==> src/rtl/itmr_pkg.sv <==
package itmr_pkg;
  localparam int unsigned REG_W    = 32;
  localparam int unsigned ADDR_W   = 2;
  localparam int unsigned RUN_POS  = 29;
  localparam int unsigned FLAG_POS = 0;
  localparam int unsigned MASK_POS = 1;

  typedef enum logic [ADDR_W-1:0] {
    A_CFG   = 2'd0,
    A_COUNT = 2'd1,
    A_IRQ   = 2'd2,
    A_NONE  = 2'd3
  } itmr_addr_e;
endpackage

==> src/rtl/itmr_cfg.sv <==
module itmr_cfg
  import itmr_pkg::*;
#(
  parameter int unsigned CNT_W = 16
) (
  input  logic             clk,
  input  logic             rst,
  input  logic             wr_cfg,
  input  logic [REG_W-1:0] wdata,
  output logic             run_q,
  output logic [CNT_W-1:0] preload_q,
  output logic             start,
  output logic [CNT_W-1:0] start_val
);
  logic run_d;
  logic halt;

  always_comb begin
    run_d     = wr_cfg ? wdata[RUN_POS] : run_q;
    halt      = wr_cfg && run_q && !wdata[RUN_POS];
    start     = wr_cfg && !run_q && wdata[RUN_POS];
    start_val = wdata[CNT_W-1:0];
  end

  always_ff @(posedge clk) begin
    if (rst) begin
      run_q     <= 1'b0;
      preload_q <= '1;
    end else begin
      run_q <= run_d;
      if (halt)        preload_q <= '1;
      else if (wr_cfg) preload_q <= wdata[CNT_W-1:0];
    end
  end

  assert_halt_preset_R3: assert property (@(posedge clk) disable iff (rst)
    (wr_cfg && run_q && !wdata[RUN_POS]) |=> (preload_q == '1 && !run_q));

  assert_run_change_R2: assert property (@(posedge clk) disable iff (rst)
    !wr_cfg |=> $stable(run_q));
endmodule

==> src/rtl/itmr_count.sv <==
module itmr_count #(
  parameter int unsigned CNT_W = 16
) (
  input  logic             clk,
  input  logic             rst,
  input  logic             run,
  input  logic             tick,
  input  logic             start,
  input  logic [CNT_W-1:0] start_val,
  input  logic [CNT_W-1:0] preload,
  output logic [CNT_W-1:0] count_q,
  output logic             expire
);
  logic [CNT_W-1:0] step;
  logic             advance;

  always_comb begin
    advance = run && tick && !start;
    step    = (count_q == '0) ? preload : count_q - 1'b1;
    expire  = advance && (step == '0);
  end

  always_ff @(posedge clk) begin
    if (rst)          count_q <= '0;
    else if (start)   count_q <= start_val;
    else if (advance) count_q <= step;
  end

  assert_start_load_R4: assert property (@(posedge clk) disable iff (rst)
    start |=> (count_q == $past(start_val)));

  assert_hold_stopped_R6: assert property (@(posedge clk) disable iff (rst)
    (!run && !start) |=> $stable(count_q));

  assert_decrement_R5: assert property (@(posedge clk) disable iff (rst)
    (advance && count_q != '0) |=> (count_q == $past(count_q) - 1'b1));
endmodule

==> src/rtl/itmr_irq.sv <==
module itmr_irq
  import itmr_pkg::*;
(
  input  logic             clk,
  input  logic             rst,
  input  logic             wr_irq,
  input  logic [REG_W-1:0] wdata,
  input  logic             expire,
  output logic             flag_q,
  output logic             mask_q,
  output logic             irq_q
);
  logic flag_d;
  logic mask_d;

  always_comb begin
    mask_d = wr_irq ? wdata[MASK_POS] : mask_q;
    if (expire)                          flag_d = 1'b1;
    else if (wr_irq && wdata[FLAG_POS])  flag_d = 1'b0;
    else                                 flag_d = flag_q;
  end

  always_ff @(posedge clk) begin
    if (rst) begin
      flag_q <= 1'b0;
      mask_q <= 1'b0;
      irq_q  <= 1'b0;
    end else begin
      flag_q <= flag_d;
      mask_q <= mask_d;
      irq_q  <= flag_d & mask_d;
    end
  end

  assert_event_sets_R7: assert property (@(posedge clk) disable iff (rst)
    expire |=> flag_q);

  assert_sticky_R8: assert property (@(posedge clk) disable iff (rst)
    (flag_q && !(wr_irq && wdata[FLAG_POS])) |=> flag_q);

  assert_no_spurious_R7: assert property (@(posedge clk) disable iff (rst)
    (!flag_q && !expire) |=> !flag_q);
endmodule

==> src/rtl/interval_timer.sv <==
module interval_timer
  import itmr_pkg::*;
#(
  parameter int unsigned CNT_W = 16
) (
  input  logic                clk,
  input  logic                rst,
  input  logic                tick_i,
  input  logic                bus_wr_i,
  input  logic                bus_rd_i,
  input  logic [ADDR_W-1:0]   bus_addr_i,
  input  logic [REG_W-1:0]    bus_wdata_i,
  output logic [REG_W-1:0]    bus_rdata_o,
  output logic                irq_o
);
  itmr_addr_e       addr;
  logic             wr_cfg, wr_irq;
  logic             run_q, start, expire, flag_q, mask_q;
  logic [CNT_W-1:0] preload_q, start_val, count_q;
  logic [REG_W-1:0] rd_word;

  assign addr   = itmr_addr_e'(bus_addr_i);
  assign wr_cfg = bus_wr_i && (addr == A_CFG);
  assign wr_irq = bus_wr_i && (addr == A_IRQ);

  itmr_cfg #(.CNT_W(CNT_W)) u_cfg (
    .clk(clk), .rst(rst), .wr_cfg(wr_cfg), .wdata(bus_wdata_i),
    .run_q(run_q), .preload_q(preload_q), .start(start), .start_val(start_val)
  );

  itmr_count #(.CNT_W(CNT_W)) u_count (
    .clk(clk), .rst(rst), .run(run_q), .tick(tick_i), .start(start),
    .start_val(start_val), .preload(preload_q), .count_q(count_q), .expire(expire)
  );

  itmr_irq u_irq (
    .clk(clk), .rst(rst), .wr_irq(wr_irq), .wdata(bus_wdata_i), .expire(expire),
    .flag_q(flag_q), .mask_q(mask_q), .irq_q(irq_o)
  );

  always_comb begin
    rd_word = '0;
    unique case (addr)
      A_CFG: begin
        rd_word[RUN_POS]     = run_q;
        rd_word[CNT_W-1:0]   = preload_q;
      end
      A_COUNT: rd_word[CNT_W-1:0] = count_q;
      A_IRQ: begin
        rd_word[FLAG_POS] = flag_q;
        rd_word[MASK_POS] = mask_q;
      end
      default: rd_word = '0;
    endcase
  end

  always_ff @(posedge clk) begin
    if (rst)           bus_rdata_o <= '0;
    else if (bus_rd_i) bus_rdata_o <= rd_word;
  end

  assert_rdata_hold_R9: assert property (@(posedge clk) disable iff (rst)
    !bus_rd_i |=> $stable(bus_rdata_o));

  assert_reserved_zero_R2: assert property (@(posedge clk) disable iff (rst)
    (bus_rd_i && addr == A_CFG) |=> (bus_rdata_o[31:30] == '0 && bus_rdata_o[28:CNT_W] == '0));

  assert_irq_gate_R8: assert property (@(posedge clk) disable iff (rst)
    irq_o |-> (flag_q && mask_q));
endmodule

==> config.mk <==
export PLATFORM = sky130hd
export DESIGN_NAME = interval_timer
export DESIGN_NICKNAME = d
export VERILOG_FILES = /design/src/rtl/itmr_pkg.sv /design/src/rtl/itmr_cfg.sv /design/src/rtl/itmr_count.sv /design/src/rtl/itmr_irq.sv /design/src/rtl/interval_timer.sv
export SDC_FILE = /design/constraint.sdc
export NUM_CORES = 1
export LEC_CHECK = 0
export CAP_MARGIN = 20
export CELL_PAD_IN_SITES_DETAIL_PLACEMENT = 2
export CELL_PAD_IN_SITES_GLOBAL_PLACEMENT = 2
export CORE_ASPECT_RATIO = 0.7
export CORE_MARGIN = 3
export CORE_UTILIZATION = 33
export DETAILED_ROUTE_END_ITERATION = 10
export DONT_BUFFER_PORTS = 1
export PLACE_DENSITY = 0.84
export SYNTH_ARGS = -nofsm -noshare
export SYNTH_HDL_FRONTEND = slang
export SYNTH_SLANG_ARGS = --single-unit
==> constraint.sdc <==
create_clock -name clk -period 2.2 [get_ports clk]
set_clock_uncertainty 0.1 [all_clocks]
set_input_delay 0.44 -clock clk [delete_from_list [all_inputs] [get_ports clk]]
set_output_delay 0.44 -clock clk [all_outputs]
set_load 0.02 [all_outputs]
======== After elaboration in Yosys (flattened, before gate mapping) ========
Index checks and enable logic that the tools add are counted.
Widths: inputs -> output; s select.
word-level totals
  bits in registers ....................... 53
  latch bits .............................. 0
  RAM bits ................................ 0
  bits in read-only memories .............. 0
  output and inout port bits .............. 33
  logic and storage cells ................. 38
  memories ................................ 0
operators by class
  $add $sub $neg .......................... 1
  $mul .................................... 0
  div/mod/pow operators ................... 0
  magnitude comparators ................... 0
  equality and inequality tests ........... 2
  shifts and indexed selects .............. 0
  multiplexer cells ....................... 9
  bitwise logic cells ..................... 1
  reduce and logical (&&, ||, !) cells .... 18
operator list
  cell                   number
  $mux 16                3
  $logic_not 16->1       2
  $pmux 14 s2            1
  $sub 16x1->16 const B  1
  $logic_and 1x1->1      10
  $pmux 2 s3             1
  $mux 1                 4
  $logic_not 1->1        3
  $eq 2x1->1 const B     1
  $eq 2x2->1 const B     1
  $logic_not 2->1        1
  $reduce_bool 2->1      1
  $reduce_or 2->1        1
  $and 1x1->1            1

======== Depth between registers and ports, before layout ========
Gate-level depths: netlist of the first run.
  word-level depth ........................ 9
  gate-level depth with buffers ........... 10
  depth with buffers taken out ............ 8

======== Modules after synthesis ========
Synthesis of the first run repeated with hierarchy kept, for this count alone.
unflattened totals
  cells, all modules ...................... 391
  area, all modules ....................... 3258.1 um^2
by module, submodules not included
  module          instances  cells an instance  area each (um^2)
  itmr_count      1          192                1378.8
  itmr_cfg        1          91                 895.9
  interval_timer  1          99                 878.3
  itmr_irq        1          9                  105.1

======== Least setup slack after synthesis of the first run ========
No wires, ideal clock.
  path type ............................... register to register
  start point ............................. register u_count.count_q[0]
  end point ............................... register u_irq.flag_q
  setup time .............................. 0.088 ns
  arrival time ............................ 2.242 ns
  setup slack ............................. -0.230 ns
  stages on the path, launching flop included .. 10
  path buffers ............................ 1
  clock period less this slack ............ 2.430 ns
  cell sequence ........................... dfxtp_1 -> buf_6 -> inv_1 -> ha_1 -> or3b_1 -> o31ai_1 -> and3_2 -> o22ai_1 -> or4_4 -> o32ai_2
between the ends
  longest elaborated chain between the ends .. 5
ends and longest elaborated chain
  element                                            RTL line          RTL
  start: declaration                                 itmr_count.sv:11  output logic [CNT_W-1:0] count_q,
  start signal: assignment                           itmr_count.sv:25  else if (start) count_q <= start_val;
  start signal: assignment                           itmr_count.sv:26  else if (advance) count_q <= step;
  $sub 16x1->16 or $logic_not 16->1 (tied branches)  itmr_count.sv:19  step = (count_q == '0) ? preload : count_q - 1'b1;
  $mux 16 (*)                                        itmr_count.sv:19
  $logic_not 16->1 (*)                               itmr_count.sv:20  expire = advance && (step == '0);
  $logic_and 1x1->1 (*)                              itmr_count.sv:20
  $mux 1 (*)                                         itmr_irq.sv:18    if (expire) flag_d = 1'b1;
  end signal: assignment                             itmr_irq.sv:29    flag_q <= flag_d;
  end: declaration                                   itmr_irq.sv:9     output logic flag_q,
Mark *: on every way between the ends. The rest lies on a longest branch, timed or not.
A chain may end at the register's enable or synchronous reset.

======== Worst setup path in the final report of the first run ========
  start point ............................. register u_count.count_q[1]
  end point ............................... register u_irq.irq_q
between the ends
  longest elaborated chain between the ends .. 6
ends and longest elaborated chain
  element                                            RTL line          RTL
  $sub 16x1->16 or $logic_not 16->1 (tied branches)  itmr_count.sv:19
  $mux 16 (*)                                        itmr_count.sv:19
  $logic_not 16->1 (*)                               itmr_count.sv:20
  $logic_and 1x1->1 (*)                              itmr_count.sv:20
  $mux 1 (*)                                         itmr_irq.sv:18
  $and 1x1->1 (*)                                    itmr_irq.sv:31    irq_q <= flag_d & mask_d;
  end signal: assignment                             itmr_irq.sv:31
  end: declaration                                   itmr_irq.sv:11    output logic irq_q
Marks and branches as above.

==> results of run 1 <==
## flip-flops by register name, indices dropped and copies added (netlist names)
register / count
bus_rdata_o: 17
u_cfg.preload_q: 16
u_count.count_q: 16
u_cfg.run_q: 1
u_irq.flag_q: 1
u_irq.irq_q: 1
u_irq.mask_q: 1
## per-stage QoR
step	worst slack, ns	TNS [ns]	power, mW
floorplan	-0.110	-0.208	1.53
global placement	-0.268	-0.568	1.73
detailed placement	-0.420	-1.12	1.79
CTS	-0.318	-0.709	2.74
global route	-0.567	-3.23	3.14
finish	-0.506	-2.66	3.07
## what timing repair did
| action | CTS | global route |
|---|---|---|
| pin swaps | 4 | 12 |
| setup buffers | 3 | 13 |
| gates resized for setup | 20 | 45 |
| setup endpoints to repair | 8 | 13 |
## worst max-delay path, cell delays in order, from the launching register on
cell     delay [ns]
dfxtp_4        0.37
inv_4          0.09
ha_4           0.13
nor4b_4        0.33
nand4_4        0.18
buf_6          0.19
buf_6          0.12
buf_12         0.12
nor2_4         0.11
a21oi_4        0.05
or4_4          0.54
o31ai_2        0.27
## routing by layer
metal	wire length [um]	global-route usage	vias up	share of wire
met3	1490	0.0910	50	0.088
met5	7	0	-	0.00041
met4	628	0.114	2	0.037
met2	7960	0.470	173	0.47
li1	-	-	1347	-
met1	6810	0.348	1649	0.40
## final cells by class
cell class | instances | area, um2 | area share
multi-input cells | 282 | 2010 | 0.507
clock inverters | 3 | 28.8 | 0.00724
inverters | 4 | 20.0 | 0.00504
flip-flops and latches | 53 | 1070 | 0.270
well taps | 120 | 150 | 0.0378
repair buffers | 69 | 564 | 0.142
clock buffers | 5 | 125 | 0.0315
## layout by cell type (no fill, tap or decap), types with 3 or more instances in the layout
| cell type | instances |
|---|---|
| nor2_2 | 6 |
| o211ai_1 | 5 |
| a22oi_1 | 9 |
| buf_6 | 7 |
| mux2_2 | 14 |
| clkbuf_16 | 5 |
| nor4_4 | 4 |
| a21oi_4 | 4 |
| nand4_1 | 4 |
| nor2b_1 | 16 |
| conb_1 | 15 |
| nand2_1 | 44 |
| a21oi_1 | 26 |
| or3_4 | 3 |
| or4_4 | 3 |
| nor3_1 | 6 |
| mux2i_1 | 4 |
| dfxtp_1 | 49 |
| nand3_1 | 16 |
| a21oi_2 | 3 |
| nor2_1 | 38 |
| buf_4 | 60 |
| xnor2_1 | 7 |
## power breakdown
| group | switching [mW] | leakage (nW) | internal [mW] | total, mW |
|---|---|---|---|---|
| Sequential | 0.0711 | 0.435 | 1.00 | 1.07 |
| Combinational | 0.602 | 1.10 | 0.499 | 1.10 |
| Clock | 0.454 | 0.0763 | 0.439 | 0.893 |
| Total | 1.13 | 1.61 | 1.94 | 3.07 |
## final timing paths
check                                                     start                              end  slack (ns)  cells after the start
worst max register to register  u_count.count_q[1]$_SDFFE_PP0P_           u_irq.irq_q$_SDFF_PP0_       -0.51                     11
worst min register to register  u_cfg.preload_q[6]$_SDFFE_PP1P_  u_cfg.preload_q[6]$_SDFFE_PP1P_        0.45                      2
worst max-delay path            u_count.count_q[1]$_SDFFE_PP0P_           u_irq.irq_q$_SDFF_PP0_       -0.51                     11
worst min-delay path                                        rst  u_count.count_q[1]$_SDFFE_PP0P_        0.09                      1
## cells by family (layout without fill, tap and decap cells)
logic type	count (synthesis)	after routing	synth area share
buf+inv	45	81	0.0945
mux	19	19	0.0691
fa+ha+maj	2	2	0.00833
compound gates	70	70	0.152
simple gates	166	166	0.293
flops	53	53	0.353
xor+xnor	10	10	0.0292
other cells	1	15	0.00125
==> results.sh, run 1 <==
export IMPL_relSlewSlack=0.319
export IMPL_antenna_cells=0
export IMPL_synthFlopType="dfxtp_1"
export IMPL_path_clk_slew_ns=0.08
export IMPL_powerDensity_mw_per_mm2=772
export IMPL_synth_common_cells="dfxtp_1 (53), nand2_1 (46), nor2_1 (44)"
export IMPL_hp_class="primary input to flip-flop"
export IMPL_io_pins=72
export IMPL_report_final_slew_viol_count=0
export IMPL_core_area_mm2=0.00865
export IMPL_synthCells=366
export IMPL_row_count=28
export IMPL_start_util=0.347
export IMPL_post_route_util=0.459
export IMPL_synth_edf_count=0
export IMPL_ys_seq_area_frac=0.353
export IMPL_drt_iter0_drc=237
export IMPL_yosysMostFrequentCell="dfxtp_1"
export IMPL_finalSetupViolations=12
export IMPL_fillers=926
export IMPL_violations="setup timing"
export IMPL_fmax_ghz=0.370
export IMPL_fp_dieW_um=120
export IMPL_placed_cell_area_mm2=0.00339
export IMPL_die_y_um=85.8
export IMPL_grt_pass1_wl_um=21900
export IMPL_place_inst=514
export IMPL_cts_tree="yes"
export IMPL_worst_ep_arrival_time_ns=2.83
export IMPL_crit_type="flip-flop to flip-flop"
export IMPL_worst_ep_required_time_ns=2.33
export IMPL_drive_above_1_share=0.363
export IMPL_synth_top_cell_by_area="dfxtp_1"
export IMPL_die_area_mm2=0.0103
export IMPL_yosys_top_cells_area="dfxtp_1 (35%), nand2_1 (5.7%), a21oi_1 (5.5%)"
export IMPL_timing_final_crit_period_ns=2.71
export IMPL_fin_ws_ns=-0.506
export IMPL_cap_viol_max_count=0
export IMPL_status="finished with violations"
export IMPL_hold_slack_ns=0.0903
export IMPL_insertion_delay_ns=0.32
export IMPL_totalWireLength_um=16900
export IMPL_grt_pass1_vias=3423
export IMPL_cts_root_buf="clkbuf_16"
export IMPL_cts_max_path_buffers=2
export IMPL_cp_max_fo=6
export IMPL_ys_seq_elements=53
export IMPL_worst_pin_slew_ns=1.02
export IMPL_hpwl_um=9110
export IMPL_antenna_found_initial=1
export IMPL_cp_end_kind="flip-flop"
export IMPL_yosys_warnings=0
export IMPL_synth_area_per_cell_um2=8.21
export IMPL_synth_area_mm2=0.00300
export IMPL_grt_usage=0.285
export IMPL_antenna_left=0
export IMPL_area_growth_pct=32.3
export IMPL_hold_viol=0
export IMPL_cts_buffers=5
export IMPL_synth_distinct_cells=57
export IMPL_yosysTopAreaCellShare=0.353
export IMPL_start_kind="flip-flop"
export IMPL_gp_congestion=0.925
export IMPL_grt_max_degree=40
export IMPL_clock_sinks=53
export IMPL_fin_nets=456
export IMPL_min_period_over_period=1.23
export IMPL_htreeDepth=2
export IMPL_rsz0062_at_grt="yes"
export IMPL_overflow=0
export IMPL_cts_hold_buf=0
export IMPL_final_area_mm2=0.00397
export IMPL_leakagePower_nw=1.61
export IMPL_numPortBuffers=0
export IMPL_remaining_drc_errors=0
export IMPL_synthArstFlopShare=0
export IMPL_stdcell_count=536
export IMPL_peakVddDrop_mv=0.418
export IMPL_num_vias=3221
export IMPL_dr_pass1_iters=5
export IMPL_wl_per_cell_um=31.5
export IMPL_viasPerCell=6.01
Power figures use the tool's default switching activity.
==> run 2, diff against run 1 <==
--- a/config.mk
+++ b/config.mk
@@ -10,10 +10,10 @@
 export CELL_PAD_IN_SITES_GLOBAL_PLACEMENT = 2
 export CORE_ASPECT_RATIO = 0.7
 export CORE_MARGIN = 3
-export CORE_UTILIZATION = 33
+export CORE_UTILIZATION = 36
 export DETAILED_ROUTE_END_ITERATION = 10
 export DONT_BUFFER_PORTS = 1
-export PLACE_DENSITY = 0.84
+export PLACE_DENSITY = 0.87
 export SYNTH_ARGS = -nofsm -noshare
 export SYNTH_HDL_FRONTEND = slang
 export SYNTH_SLANG_ARGS = --single-unit
==> constraint.sdc (replaced) <==
create_clock -name clk -period 3 [get_ports clk]
set_clock_uncertainty 0.1 [all_clocks]
set_input_delay 0.6 -clock clk [delete_from_list [all_inputs] [get_ports clk]]
set_output_delay 0.6 -clock clk [all_outputs]
set_load 0.02 [all_outputs]
==> results.sh, run 2 (synthesis gave the netlist of run 1 again) <==
export IMPL_max_stage_delay_ns=0.58
export IMPL_remaining_drc_errors=0
export IMPL_overflow=0
export IMPL_cp_end_kind="flip-flop"
export IMPL_antenna_cells=0
export IMPL_io_pins=72
export IMPL_top_register="bus_rdata_o"
export IMPL_fp_dieW_um=115
export IMPL_reg2reg_slack_ns=0.23
export IMPL_worst_ep_required_time_ns=3.10
export IMPL_grt_max_degree=40
export IMPL_antenna_left=0
export IMPL_fmax_ghz=0.361
export IMPL_power_switching_mw=0.561
export IMPL_fillers=899
export IMPL_hold_end="u_cfg.run_q$_SDFFE_PP0P_"
export IMPL_grt_usage=0.221
export IMPL_timing_final_crit_period_ns=2.77
export IMPL_cp_max_fo=8
export IMPL_core_area_mm2=0.00797
export IMPL_cts_hold_buf=0
export IMPL_antenna_found_initial=0
export IMPL_row_count=27
export IMPL_die_area_mm2=0.00949
export IMPL_mostFrequentLayoutCell="dfxtp_1"
export IMPL_report_final_slew_viol_count=0
export IMPL_htreeDepth=2
export IMPL_die_y_um=82.4
export IMPL_cts_tree="yes"
export IMPL_layout_common_cells="dfxtp_1 (53), nand2_1 (46), nor2_1 (44)"
export IMPL_cpLargestDelayFamily="simple AND/OR/NAND/NOR gates"
export IMPL_rr_startpoint="u_count.count_q[0]$_SDFFE_PP0P_"
export IMPL_relSlewSlack=0.353
export IMPL_cts_max_path_buffers=2
export IMPL_hold_viol=0
export IMPL_cp_cell_sequence="inv_1, ha_1, or3b_1, o31ai_1, and3_2, o22ai_1, or4_4, o32ai_2"
export IMPL_min_from="rst"
export IMPL_wl_per_cell_um=22.5
export IMPL_cap_viol_max_count=0
export IMPL_dr_pass1_iters=4
export IMPL_status="finished clean"
export IMPL_totalWireLength_um=10300
export IMPL_peakVddDrop_mv=0.243
export IMPL_crit_type="flip-flop to flip-flop"
export IMPL_cts_buffers=5
export IMPL_comb_power_share=0.217
export IMPL_place_inst=451
export IMPL_finalSetupViolations=0
export IMPL_powerDensity_mw_per_mm2=561
export IMPL_path_clk_slew_ns=0.08
export IMPL_clock_sinks=53
export IMPL_stdcell_count=459
export IMPL_hp_class="primary input to flip-flop"
export IMPL_cts_root_buf="clkbuf_16"
export IMPL_area_growth_pct=4.66
export IMPL_start_util=0.377
export IMPL_min_period_over_period=0.923
export IMPL_start_kind="flip-flop"
export IMPL_post_cts_buffers=0
export IMPL_worst_pin_slew_ns=0.969
export IMPL_fin_tns_setup_ns=0
export IMPL_worst_ep_arrival_time_ns=2.87
export IMPL_grt_pass1_vias=2817
export IMPL_crit_buf_inv=1
export IMPL_switching_share=0.318
export IMPL_drt_iter0_drc=121
export IMPL_fin_nets=398
export IMPL_seqPwrFrac=0.449
export IMPL_reg_top3="bus_rdata_o (17), u_cfg.preload_q (16), u_count.count_q (16)"
export IMPL_cts_repair_resized=0
export IMPL_viasPerCell=5.79
export IMPL_cpMaxStageDelayCell="or4_4"
export IMPL_holdPathStages=1
export IMPL_power_mw=1.76
export IMPL_power_share_clock=0.334
export IMPL_drive_above_1_share=0.137
export IMPL_num_vias=2656
export IMPL_largest_register_ffs=17
export IMPL_numPortBuffers=0
export IMPL_post_route_util=0.394
export IMPL_r2r_cells=8
export IMPL_p_int_mw=1.20
export IMPL_r2r_end="u_irq.flag_q$_SDFF_PP0_"
export IMPL_grt_pass1_wl_um=16000
export IMPL_leakagePower_nw=1.24
export IMPL_insertion_delay_ns=0.29
export IMPL_hpwl_um=7420
export IMPL_gp_congestion=0.895
export IMPL_rsz0062_at_grt="no"
-- run 2: changes by cell type in the layout (fill, tap and decap cells not counted), moves of 3 or more --
| cell | delta |
|---|---|
| nor2_1 | +6 |
| buf_4 | -49 |
| dfxtp_1 | +4 |
| nor2_2 | -5 |
| a21oi_1 | +7 |
| or3_1 | +3 |
| nor4_1 | +3 |
| buf_6 | -7 |
| a21oi_2 | -3 |
| a21oi_4 | -4 |
| or3_4 | -3 |
-- run 2: cell type report --
class	instances	area, um2	share of cell area
Sequential cell	53	1060	0.337
Tap cell	101	126	0.0402
Clock inverter	2	13.8	0.00438
Clock buffer	6	129	0.0410
Multi-Input combinational cell	282	1720	0.546
Inverter	4	15.0	0.00478
Timing Repair Buffer	11	82.6	0.0263
-- run 2: per-layer routing --
layer | track usage | wire length, um | up-vias
li1 | - | - | 1229
met1 | 0.294 | 4670 | 1330
met2 | 0.365 | 4790 | 83
met3 | 0.0524 | 738 | 14
met4 | 0.0504 | 134 | 0
met5 | 0 | 0 | -
-- run 2: metrics by stage --
| stage | area, um2 | hold WS [ns] | setup slack, ns |
|---|---|---|---|
| floorplan | 3060 | 0.358 | 0.570 |
| global placement | 3000 | 0.375 | 0.379 |
| detailed placement | 3000 | 0.396 | 0.342 |
| CTS | 3140 | 0.270 | 0.216 |
| global route | 3140 | 0.270 | 0.0986 |
| finish | 3140 | 0.277 | 0.232 |
-- run 2: power groups by stage --
stage	sequential [mW]	clock, mW	combinational [mW]
floorplan	0.785	0	0.326
global placement	0.803	0	0.355
detailed placement	0.806	0	0.370
CTS	0.791	0.587	0.381
global route	0.796	0.621	0.424
finish	0.792	0.590	0.382
-- run 2: how the worst max path moves through the flow --
stage,end,start,cells past startpoint,slack [ns]
after floorplan,u_irq.flag_q$_SDFF_PP0_,u_count.count_q[0]$_SDFFE_PP0P_,9,0.57
after global placement,u_irq.flag_q$_SDFF_PP0_,u_count.count_q[0]$_SDFFE_PP0P_,8,0.38
after detailed placement,u_irq.flag_q$_SDFF_PP0_,u_count.count_q[0]$_SDFFE_PP0P_,8,0.34
after CTS,u_irq.flag_q$_SDFF_PP0_,u_count.count_q[0]$_SDFFE_PP0P_,8,0.22
after global routing,u_irq.flag_q$_SDFF_PP0_,u_count.count_q[0]$_SDFFE_PP0P_,8,0.1
final,u_irq.flag_q$_SDFF_PP0_,u_count.count_q[0]$_SDFFE_PP0P_,8,0.23
